===== config.mk =====
export PLATFORM = sky130hd
export DESIGN_NAME = stream_byte_swapper
export DESIGN_NICKNAME = d
export VERILOG_FILES = /design/src/rtl/stream_byte_swapper.sv
export SDC_FILE = /design/constraint.sdc
export NUM_CORES = 1
export LEC_CHECK = 0
export BUFFER_PORTS_ARGS = -buffer_cell sky130_fd_sc_hd__buf_2
export CAP_MARGIN = 20
export CORE_ASPECT_RATIO = 0.9
export CORE_MARGIN = 4
export CORE_UTILIZATION = 38
export DETAILED_ROUTE_END_ITERATION = 16
export PLACE_DENSITY_LB_ADDON = 0.3
export SLEW_MARGIN = 20
export SYNTH_ARGS = -nofsm -noshare
export SYNTH_HDL_FRONTEND = slang
export SYNTH_SLANG_ARGS = --single-unit

===== constraint.sdc =====
create_clock -name clk -period 2.4 [get_ports clk]
set_input_delay 0.36 -clock clk [delete_from_list [all_inputs] [get_ports clk]]
set_output_delay 0.36 -clock clk [all_outputs]
set_load 0.005 [all_outputs]

===== src/rtl/stream_byte_swapper.sv =====
module stream_byte_swapper #(
  parameter int DATA_W  = 32,
  parameter int EMPTY_W = $clog2(DATA_W / 8),
  parameter int REG_AW  = 4
) (
  input  logic                 clk,
  input  logic                 rst_n,
  input  logic [DATA_W-1:0]    in_data,
  input  logic [EMPTY_W-1:0]   in_empty,
  input  logic                 in_valid,
  input  logic                 in_sop,
  input  logic                 in_eop,
  output logic                 in_ready,
  output logic [DATA_W-1:0]    out_data,
  output logic [EMPTY_W-1:0]   out_empty,
  output logic                 out_valid,
  output logic                 out_sop,
  output logic                 out_eop,
  input  logic                 out_ready,
  input  logic [REG_AW-1:0]    reg_addr,
  input  logic                 reg_wr,
  input  logic [31:0]          reg_wdata,
  input  logic                 reg_rd,
  output logic [31:0]          reg_rdata
);
  localparam int NB = DATA_W / 8;
  localparam logic [REG_AW-1:0] OFS_CTRL = REG_AW'(0);
  localparam logic [REG_AW-1:0] OFS_CNT  = REG_AW'(4);

  logic              ctrl_en;
  logic              pkt_swap;
  logic              use_swap;
  logic              take;
  logic              deliver_eop;
  logic [DATA_W-1:0] reversed;
  logic [31:0]       pkt_cnt;

  assign in_ready    = out_ready | ~out_valid;
  assign take        = in_valid & in_ready;
  assign deliver_eop = out_valid & out_ready & out_eop;
  assign use_swap    = in_sop ? ctrl_en : pkt_swap;

  for (genvar g = 0; g < NB; g++) begin : g_lane
    assign reversed[8*g +: 8] = in_data[8*(NB-1-g) +: 8];
  end

  always_ff @(posedge clk) begin
    if (!rst_n) begin
      pkt_swap <= 1'b0;
    end else if (take && in_sop) begin
      pkt_swap <= ctrl_en;
    end
  end

  always_ff @(posedge clk) begin
    if (!rst_n) begin
      out_valid <= 1'b0;
      out_data  <= '0;
      out_empty <= '0;
      out_sop   <= 1'b0;
      out_eop   <= 1'b0;
    end else if (take) begin
      out_valid <= 1'b1;
      out_data  <= use_swap ? reversed : in_data;
      out_empty <= in_empty;
      out_sop   <= in_sop;
      out_eop   <= in_eop;
    end else if (out_ready) begin
      out_valid <= 1'b0;
    end
  end

  always_ff @(posedge clk) begin
    if (!rst_n) begin
      ctrl_en <= 1'b0;
    end else if (reg_wr && reg_addr == OFS_CTRL) begin
      ctrl_en <= reg_wdata[0];
    end
  end

  always_ff @(posedge clk) begin
    if (!rst_n) begin
      pkt_cnt <= '0;
    end else if (deliver_eop) begin
      pkt_cnt <= pkt_cnt + 32'd1;
    end
  end

  always_ff @(posedge clk) begin
    if (!rst_n) begin
      reg_rdata <= '0;
    end else if (reg_rd) begin
      case (reg_addr)
        OFS_CTRL: reg_rdata <= {31'd0, ctrl_en};
        OFS_CNT:  reg_rdata <= pkt_cnt;
        default:  reg_rdata <= '0;
      endcase
    end else begin
      reg_rdata <= '0;
    end
  end

  p_accept_r3: assert property (@(posedge clk) disable iff (!rst_n)
    (in_valid && in_ready) |=> out_valid);

  p_hold_r4: assert property (@(posedge clk) disable iff (!rst_n)
    (out_valid && !out_ready) |=> (out_valid && $stable(out_data) && $stable(out_empty)
                                   && $stable(out_sop) && $stable(out_eop)));

  p_idle_ready_r2: assert property (@(posedge clk) disable iff (!rst_n)
    !out_valid |-> in_ready);

  p_empty_fwd_r7: assert property (@(posedge clk) disable iff (!rst_n)
    (in_valid && in_ready) |=> out_empty == $past(in_empty));

  p_cnt_step_r8: assert property (@(posedge clk) disable iff (!rst_n)
    (out_valid && out_ready && out_eop) |=> pkt_cnt == $past(pkt_cnt) + 32'd1);

  p_cnt_still_r8: assert property (@(posedge clk) disable iff (!rst_n)
    !(out_valid && out_ready && out_eop) |=> $stable(pkt_cnt));

  p_resv_zero_r9: assert property (@(posedge clk) disable iff (!rst_n)
    (reg_rd && reg_addr == OFS_CTRL) |=> reg_rdata[31:1] == 31'd0);

  p_no_read_r9: assert property (@(posedge clk) disable iff (!rst_n)
    !reg_rd |=> reg_rdata == 32'd0);
endmodule


==> results of run 1 <==
layout by cell type, fill, tap and decap left out, types with 3 or more instances in the layout:
cell type / instances
a211oi_1: 32
a21oi_1: 21
and2_1: 25
and4_1: 3
buf_2: 116
buf_4: 4
clkbuf_16: 9
dfxtp_1: 103
inv_1: 9
inv_6: 3
mux2i_1: 40
nand2_1: 26
nand2b_1: 6
nand3_1: 12
nand4_1: 7
nor2_1: 48
nor3_1: 9
nor4_1: 7
o21ai_0: 5
o31ai_1: 6
o41ai_1: 4
or3_1: 7
or4_1: 6
or4_2: 4
or4b_1: 3
xnor2_1: 6
xor2_1: 5
cells by family after synthesis:
group,Yosys count
mux,41
compound gates,68
simple gates,171
buf+inv,37
fa+ha+maj,1
xor+xnor,11
flops,103
final timing paths:
| check | from | end | slack, ns |
|---|---|---|---|
| worst min-delay path | reg_wdata[0] | ctrl_en | 0.25 |
| worst min register to register | out_sop | out_sop | 0.46 |
| worst max-delay path | pkt_cnt[4] | pkt_cnt[31] | 0.29 |
| worst max register to register | pkt_cnt[4] | pkt_cnt[31] | 0.29 |
layer usage:
layer / global-route usage / part of all wire
met5: 0 / 0
met4: 0.0502 / 0.012
met3: 0.0643 / 0.089
met2: 0.247 / 0.45
met1: 0.186 / 0.45
sequential cells by signal (all words and copies together) (netlist names):
signal / flops
out_data: 32
ctrl_en: 1
reg_rdata: 32
pkt_swap: 1
out_empty: 2
pkt_cnt: 32
out_valid: 1
out_eop: 1
out_sop: 1
power by group:
part	internal, mW	total (mW)	switching, mW
registers	1.76	1.78	0.0248
clock network	0.770	1.41	0.639
logic	0.113	0.242	0.129
critical path, delay by kind of cell, from the launching register on:
kind	cells	cell delay [ns]
flops	1	0.47
simple gates	3	1.35
mux	1	0.21
metrics by stage:
step	util	hold WS (ns)	instances	setup WS, ns	power [mW]
3_5_place_dp	0.464	0.451	656	0.286	2.07
2_1_floorplan	-	0.438	432	0.414	1.94
5_1_grt	0.492	0.239	672	0.127	3.59
6_report	0.492	0.253	672	0.294	3.43
3_3_place_gp	0.464	0.442	656	0.350	2.06
4_1_cts	0.492	0.246	672	0.270	3.49
layout make-up:
| type | instances | area share |
|---|---|---|
| clock inverter | 5 | 0.00760 |
| sequential | 103 | 0.404 |
| multi-input combinational | 292 | 0.373 |
| inverter | 10 | 0.00735 |
| clock buffer | 11 | 0.0495 |
| tap | 129 | 0.0316 |
| timing repair buffer | 122 | 0.127 |
==> summary.md, run 1 <==
| Metric | Value |
|---|---|
| Number of antenna repair diodes | 0 |
| Post-Synth XOR/XNOR Area | 0.0235 |
| Starting DRT DRC Count | 125 |
| Overflow left after global routing | 0 |
| Most instantiated cells after synthesis | dfxtp_1, nor2_1, mux2i_1, a211oi_1 |
| Post-synthesis compound-gate area fraction | 0.110 |
| Synthesis-stage register bit count | 103 |
| Sequential share of the synthesized area | 0.502 |
| Boundary Pins | 148 |
| Placed instance area | 4810 sq um |
| Fillers | 981 |
| Vias in the first global route | 3263 |
| Critical Path Sink Type | flip-flop |
| Period utilisation layout | 0.878 |
| Vias/cell | 5.15 |
| Global-route wire length before repair | 15.8 mm |
| Critical Path Start Type | flip-flop |
| LEAKAGE | 2.31 nW |
| R2r worst-path depth | 4 |
| Yosys cell types | 33 |
| Area of the multi-input gates | 1900 sq um |
| Post-CTS sizing | 0 |
| Largest net degree at the start of global routing | 68 |
| Die width | 118 um |
| Final wirelength | 9.43 mm |
| Fmax | 475 MHz |
| Layout area overhead | 24.4% |
| Initial antenna violation count | 0 |
| # rows | 35 |
| Clock sinks | 103 |
| Status | complete, no violations |
| Syn avg cell area | 9.50 sq um |
| CP required | 2.67 ns |
| HP Class | in -> reg |
| Root buf cell | clkbuf_16 |
| Peak VDD IR | 297 uV |
| GRT Resource Usage Total | 0.153 |
| Die area | 12500 sq um |
| Placeable Area | 10400 sq um |
| H-tree depth | 3 |
| Initial Util | 0.396 |
| Layout cell share with drive strength beyond 1 | 0.276 |
| CTS max path bufs | 2 |
| Post-Syn Area | 4110 sq um |
| Top_reg_cell synth | dfxtp_1 |
| Routed Antenna Nets | 0 |
| CTS tree | yes |
| Register area | 2060 sq um |
| Crit path time final | 2.11 ns |
| Final Skew | 0.00584 ns |
| Post-CTS Hold Fix Bufs | 0 |
| GPL Wtd Cong | 0.820 |
| Cell with the most instances after synthesis | dfxtp_1 |
| Max-slew violation count | 0 |
| Worst EP arrival | 2.38 ns |
| Yosys warns | 0 |
| Hold-critical path depth | 3 |
| Post-Syn Nets | 511 |
| Crit Path Max Fanout | 9 |
| Critical Path Slowest Stage Cell | or4_2 |
| Top cells by area, synth | dfxtp_1, mux2i_1, a211oi_1 |
| Post-synthesis mux area share | 0.100 |
| Buffers on Ports | 116 |
| Main combinational cell family by area after synthesis | simple AND/OR/NAND/NOR gates |
| Mapped Cells | 432 |
| Post-synth ARST share | 0 |
| Setup-failing EPs final | 0 |
| Post-synthesis adder-cell area fraction | 0.00305 |
| RSZ-0062 raised after global routing | no |
| Post-synth EDFFs | 0 |
| Slew @ Worst Pin | 0.520 ns |
| Simple-Gate Fraction of Synth Area | 0.224 |
| Yosys top cell area share | 0.502 |
| Nets | 617 |
| Slowest stage delay, CP | 0.78 ns |
| Drc violations | 0 |
| PwrDens | 672 nW/um^2 |
| Die Ht | 107 um |
| Max cap viols | 0 |
| Endpoints failing hold | 0 |
| Post-DP HPWL | 6.81 mm |
| Vias post-DR | 3459 |
| Setup TNS Final | 0 ns |
| Reg clk slew, reported paths | 0.07 ns |
| Worst rel slew slack | 0.653 |
| Clk_lat worst skew | 0.34 ns |
| Setup CP Type | reg -> reg |
| Wire per inst | 14.0 um |
| Setup Buffers After CTS | 0 |
| Cell breakdown of the critical path | nand4_4 -> or4_2 -> nor4_1 -> mux2i_1 |
| Post-synth top area cell | dfxtp_1 |
| CTS Buf Count | 9 |
| Final instance area | 5110 sq um |
| DR pass1 iterations | 4 |
No activity file was read; power rests on OpenSTA's default activity.
==> run 2: changes to the inputs <==
--- a/config.mk
+++ b/config.mk
@@ -7,9 +7,10 @@
 export LEC_CHECK = 0
 export BUFFER_PORTS_ARGS = -buffer_cell sky130_fd_sc_hd__buf_2
 export CAP_MARGIN = 20
-export CORE_ASPECT_RATIO = 0.9
+export CORE_ASPECT_RATIO = 0.5
 export CORE_MARGIN = 4
 export CORE_UTILIZATION = 38
+export CTS_BUF_LIST = sky130_fd_sc_hd__clkbuf_8
 export DETAILED_ROUTE_END_ITERATION = 16
 export PLACE_DENSITY_LB_ADDON = 0.3
 export SLEW_MARGIN = 20
==> run 2 against run 1 <==
Count of clock-buffer cells in the layout unchanged. Non-clock buffer count up 5. Die area is 0.79% higher. Wire length fell by 3.3%. Critical path depth stayed put. Sequential share of layout area increased by 0.52 points. Critical endpoint unchanged. Largest power group unchanged.
==> summary.md, run 2 (synthesis results as in run 1) <==
| Metric | Value |
|---|---|
| Status | complete, no violations |
| CTS max path bufs | 2 (unchanged) |
| Initial antenna violation count | 0 (unchanged) |
| Final instance area | 5040 sq um (-1.3%) |
| Root buf cell | clkbuf_8 |
| GRT Resource Usage Total | 0.144 (-0.00923) |
| Worst EP arrival | 2.38 ns (about the same) |
| Final Skew | 0.0135 ns (+0.00769 ns) |
| Initial Util | 0.396 (about the same) |
| Final wirelength | 9.12 mm (-3.3%) |
| Post-CTS sizing | 0 (unchanged) |
| Die Ht | 81.5 um (-24%) |
| WHS Endpoint | ctrl_en |
| R2r startpoint | pkt_cnt[5] |
| Finished Core Util | 0.486 (-0.00621) |
| Routed Antenna Nets | 0 (unchanged) |
| Overflow left after global routing | 0 (unchanged) |
| Setup CP Type | reg -> reg |
| Fmax | 478 MHz (+0.71%) |
| Nets | 622 (+0.81%) |
| GPL Wtd Cong | 0.808 (-1.5%) |
| Clk_lat worst skew | 0.36 ns (+0.02 ns) |
| HP Class | in -> reg |
| Critical Path Start Type | flip-flop |
| Most frequent cells in the layout | buf_2, dfxtp_1, nor2_1, mux2i_1, a211oi_1 |
| Hold-critical path depth | 3 (unchanged) |
| Largest net degree at the start of global routing | 59 (-13%) |
| Max cap viols | 0 (unchanged) |
| Worst setup path startpoint | pkt_cnt[5] |
| Die area | 12600 sq um (+0.79%) |
| Critical Path Slowest Stage Cell | or4_2 |
| Wire per inst | 13.3 um (-5.4%) |
| Buf+Inv Stages, Crit Path | 0 (unchanged) |
| Drc violations | 0 (unchanged) |
| Setup TNS Final | 0 ns (unchanged) |
| Clock sinks | 103 (unchanged) |
| R2r worst-path depth | 4 (unchanged) |
| Layout area overhead | 22.8% |
| Slowest stage delay, CP | 0.76 ns (-0.02 ns) |
| Placed instance area | 4870 sq um (+1.1%) |
| Crit path max-delay family | simple AND/OR/NAND/NOR gates |
| Setup-failing EPs final | 0 (unchanged) |
| Post-CTS Hold Fix Bufs | 0 (unchanged) |
| Most common cell after layout, fill and taps aside | buf_2 |
| Endpoints failing hold | 0 (unchanged) |
| Starting DRT DRC Count | 185 (+48%) |
| Layout cell share with drive strength beyond 1 | 0.278 (+0.00164) |
| H-tree depth | 3 (unchanged) |
| Die width | 155 um (+32%) |
| # rows | 26 (-26%) |
| RSZ-0062 raised after global routing | no |
| Crit Path Max Fanout | 9 (unchanged) |
| Worst reg2reg setup slack | 0.31 ns (about the same) |
| Vias/cell | 4.95 (-3.9%) |
| Worst rel slew slack | 0.670 (+0.0172) |
| Reg clk slew, reported paths | 0.09 ns (+0.02 ns) |
| Crit path time final | 2.09 ns (-0.0150 ns) |
| Buffers on Ports | 116 (unchanged) |
| Total power | 3.01 mW (-12%) |
| DR pass1 iterations | 4 (unchanged) |
| Min-delay src | reg_wdata[0] |
| Slew @ Worst Pin | 0.490 ns (-0.0303 ns) |
| CTS tree | yes |
| Max-slew violation count | 0 (unchanged) |
| Vias in the first global route | 3129 (-4.1%) |
| LEAKAGE | 2.29 nW (-0.99%) |
| Boundary Pins | 148 (unchanged) |
| CP required | 2.69 ns (+0.02 ns) |
| R2r endpoint | pkt_cnt[31] |
| CTS Buf Count | 9 (unchanged) |
| Post-DP HPWL | 6.54 mm (-3.9%) |
| PwrDens | 598 nW/um^2 (-11%) |
| Placeable Area | 10400 sq um (about the same) |
| Number of antenna repair diodes | 0 (unchanged) |
| Peak VDD IR | 298 uV (+0.13%) |
| Global-route wire length before repair | 14.6 mm (-7.5%) |
| Cell breakdown of the critical path | nand4_4 -> or4_2 -> nor4_1 -> mux2i_1 |
| Period utilisation layout | 0.871 (-0.00623) |
| Setup Buffers After CTS | 0 (unchanged) |
| Largest registers | out_data: 32 flops, pkt_cnt: 32 flops, reg_rdata: 32 flops |
| Vias post-DR | 3398 (-1.8%) |
| Critical Path Sink Type | flip-flop |
==> run 2: cell types whose count changed in the layout (fill, tap and decap cells not counted), sizes merged <==
cell	previous run	this run
inv	13	12
buf	122	127
==> run 2: worst max-delay path by stage <==
stage / to / slack [ns] / cells after the start
final: pkt_cnt[31] / 0.31 / 4
after global routing: pkt_cnt[31] / 0.16 / 4
after CTS: pkt_cnt[31] / 0.31 / 4
after detailed placement: pkt_cnt[31] / 0.33 / 4
after global placement: pkt_cnt[31] / 0.33 / 4
after floorplan: pkt_cnt[14] / 0.41 / 5
==> run 2: cell type report <==
cell class                 count  area, sq um
clock buffer                  11          151
clock inverter                 4         23.8
fill                        1036         5340
inverter                      10         37.5
multi-input combinational    292         1900
sequential                   103         2060
tap                          140          175
timing repair buffer         127          688
==> run 2: per-stage QoR <==
step	setup WS (ns)	instances	hold slack, ns
6_report	0.309	687	0.232
5_1_grt	0.165	687	0.224
4_1_cts	0.305	687	0.212
3_5_place_dp	0.334	672	0.445
3_3_place_gp	0.328	672	0.442
2_1_floorplan	0.414	432	0.438
==> run 2: power by group <==
| group | internal [mW] | switching [mW] |
|---|---|---|
| clock network | 0.424 | 0.570 |
| registers | 1.76 | 0.0250 |
| logic | 0.113 | 0.127 |
==> run 2: metal layers <==
layer	vias up	wire length, um	part of all wire	track usage
li1	1763	-	-	-
met3	7	780	0.086	0.0695
met1	1556	4180	0.46	0.173
met2	72	4080	0.45	0.235
met4	0	82	0.0090	0.0344
met5	-	0	0	0
==> run 2: tightest hold or removal path, delay by kind of cell <==
family / cells / cell delay, ns
buffers and inverters: 1 / 0.07
AND/OR/NAND/NOR: 1 / 0.07
multiplexers: 1 / 0.05
==> run 3: changes to the inputs <==
==> constraint.sdc (replaced) <==
create_clock -name clk -period 2.37 [get_ports clk]
set_input_delay 0.3555 -clock clk [delete_from_list [all_inputs] [get_ports clk]]
set_output_delay 0.3555 -clock clk [all_outputs]
set_load 0.005 [all_outputs]
==> run 3 against run 2 <==
Critical path type unchanged. Clock skew shrank 0.0027 ns. Count of clock-buffer cells in the layout shrank 2. Sequential share of layout area grew 0.092 points. Die area is the same. Core utilization shrank 0.11 points. Flip-flop and latch count is the same. Total power is essentially flat. Non-clock buffer count is the same. Highest routed layer unchanged. Setup slack lost 0.070 ns. Hold slack lost 0.0035 ns. Critical path depth is the same. Clock power shrank 3.0%.
==> summary.md, run 3 (synthesis results as in run 1) <==
| Metric | Value |
|---|---|
| Most frequent cells in the layout | buf_2, dfxtp_1, nor2_1, mux2i_1, a211oi_1 |
| Nets | 622 (unchanged) |
| Place WS | 0.278 ns (-0.0565 ns) |
| PwrDens | 599 nW/um^2 (+0.15%) |
| HP Class | in -> reg |
| Global-route wire length before repair | 14.9 mm (+2.1%) |
| Number of antenna repair diodes | 0 (unchanged) |
| DR pass1 iterations | 4 (unchanged) |
| Max cap viols | 0 (unchanged) |
| Most used routing layer | met2 |
| Largest net degree at the start of global routing | 54 (-8.5%) |
| Critical Path Slowest Stage Cell | or4_2 |
| Fmax | 469 MHz (-1.9%) |
| Setup TNS Final | 0 ns (unchanged) |
| GRT met2 Usage | 0.237 (+0.00216) |
| LEAKAGE | 2.29 nW (about the same) |
| GPL Wtd Cong | 0.808 (about the same) |
| Post-CTS sizing | 0 (unchanged) |
| Setup Buffers After CTS | 0 (unchanged) |
| Critical Path Start Type | flip-flop |
| Vias in the first global route | 3122 (-0.22%) |
| Clk_lat worst skew | 0.36 ns (about the same) |
| Die width | 155 um (unchanged) |
| Initial Util | 0.396 (unchanged) |
| # rows | 26 (unchanged) |
| Final Skew | 0.0108 ns (-0.00270 ns) |
| Wire per inst | 13.5 um (+1.5%) |
| Reg clk slew, reported paths | 0.09 ns (about the same) |
| Post-CTS Hold Fix Bufs | 0 (unchanged) |
| Min setup slack post-route | 0.239 ns (-0.0696 ns) |
| Crit path time final | 2.13 ns (+0.0396 ns) |
| Buffers on Ports | 116 (unchanged) |
| Slowest stage delay, CP | 0.77 ns (about the same) |
| Vias/cell | 4.94 (-0.12%) |
| Period utilisation layout | 0.899 (+0.0277) |
| Cell breakdown of the critical path | nand4_4 -> or4_2 -> nor4_1 -> mux2i_1 |
| Placeable Area | 10400 sq um (unchanged) |
| Worst EP arrival | 2.42 ns (+0.04 ns) |
| Starting DRT DRC Count | 202 (+9.2%) |
| Max-slew violation count | 0 (unchanged) |
| CTS Buf Count | 9 (unchanged) |
| Clock sinks | 103 (unchanged) |
| Routed Antenna Nets | 0 (unchanged) |
| Setup CP Type | reg -> reg |
| Fillers | 1018 (-1.7%) |
| H-tree depth | 3 (unchanged) |
| Final wirelength | 9.27 mm (+1.7%) |
| Slew @ Worst Pin | 0.470 ns (-0.0196 ns) |
| CTS max path bufs | 2 (unchanged) |
| CP required | 2.66 ns (-0.03 ns) |
| GRT Resource Usage Total | 0.146 (+0.00217) |
| Status | complete, no violations |
| RSZ-0062 raised after global routing | no |
| Most common cell after layout, fill and taps aside | buf_2 |
| Overflow left after global routing | 0 (unchanged) |
| Initial antenna violation count | 0 (unchanged) |
| Largest registers | out_data: 32 flops, pkt_cnt: 32 flops, reg_rdata: 32 flops |
| Setup-failing EPs final | 0 (unchanged) |
| Peak VDD IR | 270 uV (-9.5%) |
| Post-DP HPWL | 6.68 mm (+2.1%) |
| Met3 GRT Util | 0.0689 (-0.000526) |
| Vias post-DR | 3399 (+0.029%) |
| Layout cell share with drive strength beyond 1 | 0.279 (+0.00132) |
| Die Ht | 81.5 um (unchanged) |
| Boundary Pins | 148 (unchanged) |
| Critical Path Sink Type | flip-flop |
| Die area | 12600 sq um (unchanged) |
| Layout area overhead | 22.5% |
| Drc violations | 0 (unchanged) |
| CTS tree | yes |
| Endpoints failing hold | 0 (unchanged) |
| Crit Path Max Fanout | 9 (unchanged) |
| Grt met1 use | 0.179 (+0.00577) |
| Worst rel slew slack | 0.683 (+0.0132) |
| Root buf cell | clkbuf_8 |
## run 3: cell types whose count changed in the layout (fill, tap and decap cells not counted)
cell	change
clkinv_4	-1
inv_6	+2
clkinv_2	+3
clkbuf_8	-2
clkinvlp_4	-1
## run 3: worst max-delay path: cells and delay by family (launching register included)
kind	cells	cell delay (ns)
flip-flops	1	0.47
multiplexers	1	0.23
AND/OR/NAND/NOR	3	1.36
## run 3: metrics by stage
step           power (mW)   util  instances  hold WS, ns  area [sq um]
2_1_floorplan        1.97      -        432        0.438          4110
3_3_place_gp         2.09  0.469        672        0.440          4870
3_5_place_dp         2.09  0.469        672        0.449          4870
4_1_cts              3.07  0.485        688        0.213          5030
5_1_grt              3.18  0.485        688        0.223          5030
6_report             3.01  0.485        688        0.229          5030
## run 3: path summary, 6_finish.rpt
path                startpoint          end  slack [ns]  cells past startpoint
setup reg to reg    pkt_cnt[5]  pkt_cnt[31]        0.24                      4
setup / recovery    pkt_cnt[5]  pkt_cnt[31]        0.24                      4
hold / removal    reg_wdata[0]      ctrl_en        0.23                      3
hold reg to reg        out_sop      out_sop        0.46                      2
## run 3: area by class of cell
class | count | area (sq um) | area share
clock inverters | 7 | 40.0 | 0.00796
inverters | 10 | 37.5 | 0.00746
clock buffers | 9 | 124 | 0.0246
repair buffers | 127 | 688 | 0.137
flip-flops and latches | 103 | 2060 | 0.410
multi-input cells | 292 | 1900 | 0.378
well taps | 140 | 175 | 0.0348
## run 3: power breakdown
| part | leakage (nW) | internal (mW) | switching (mW) |
|---|---|---|---|
| logic | 1.36 | 0.115 | 0.131 |
| registers | 0.838 | 1.78 | 0.0251 |
| clock network | 0.0962 | 0.377 | 0.586 |
## run 3: layer usage
layer	part of all wire	up-vias
met4	0.0057	0
met5	0	-
met2	0.46	92
met3	0.087	5
met1	0.45	1539
li1	-	1763
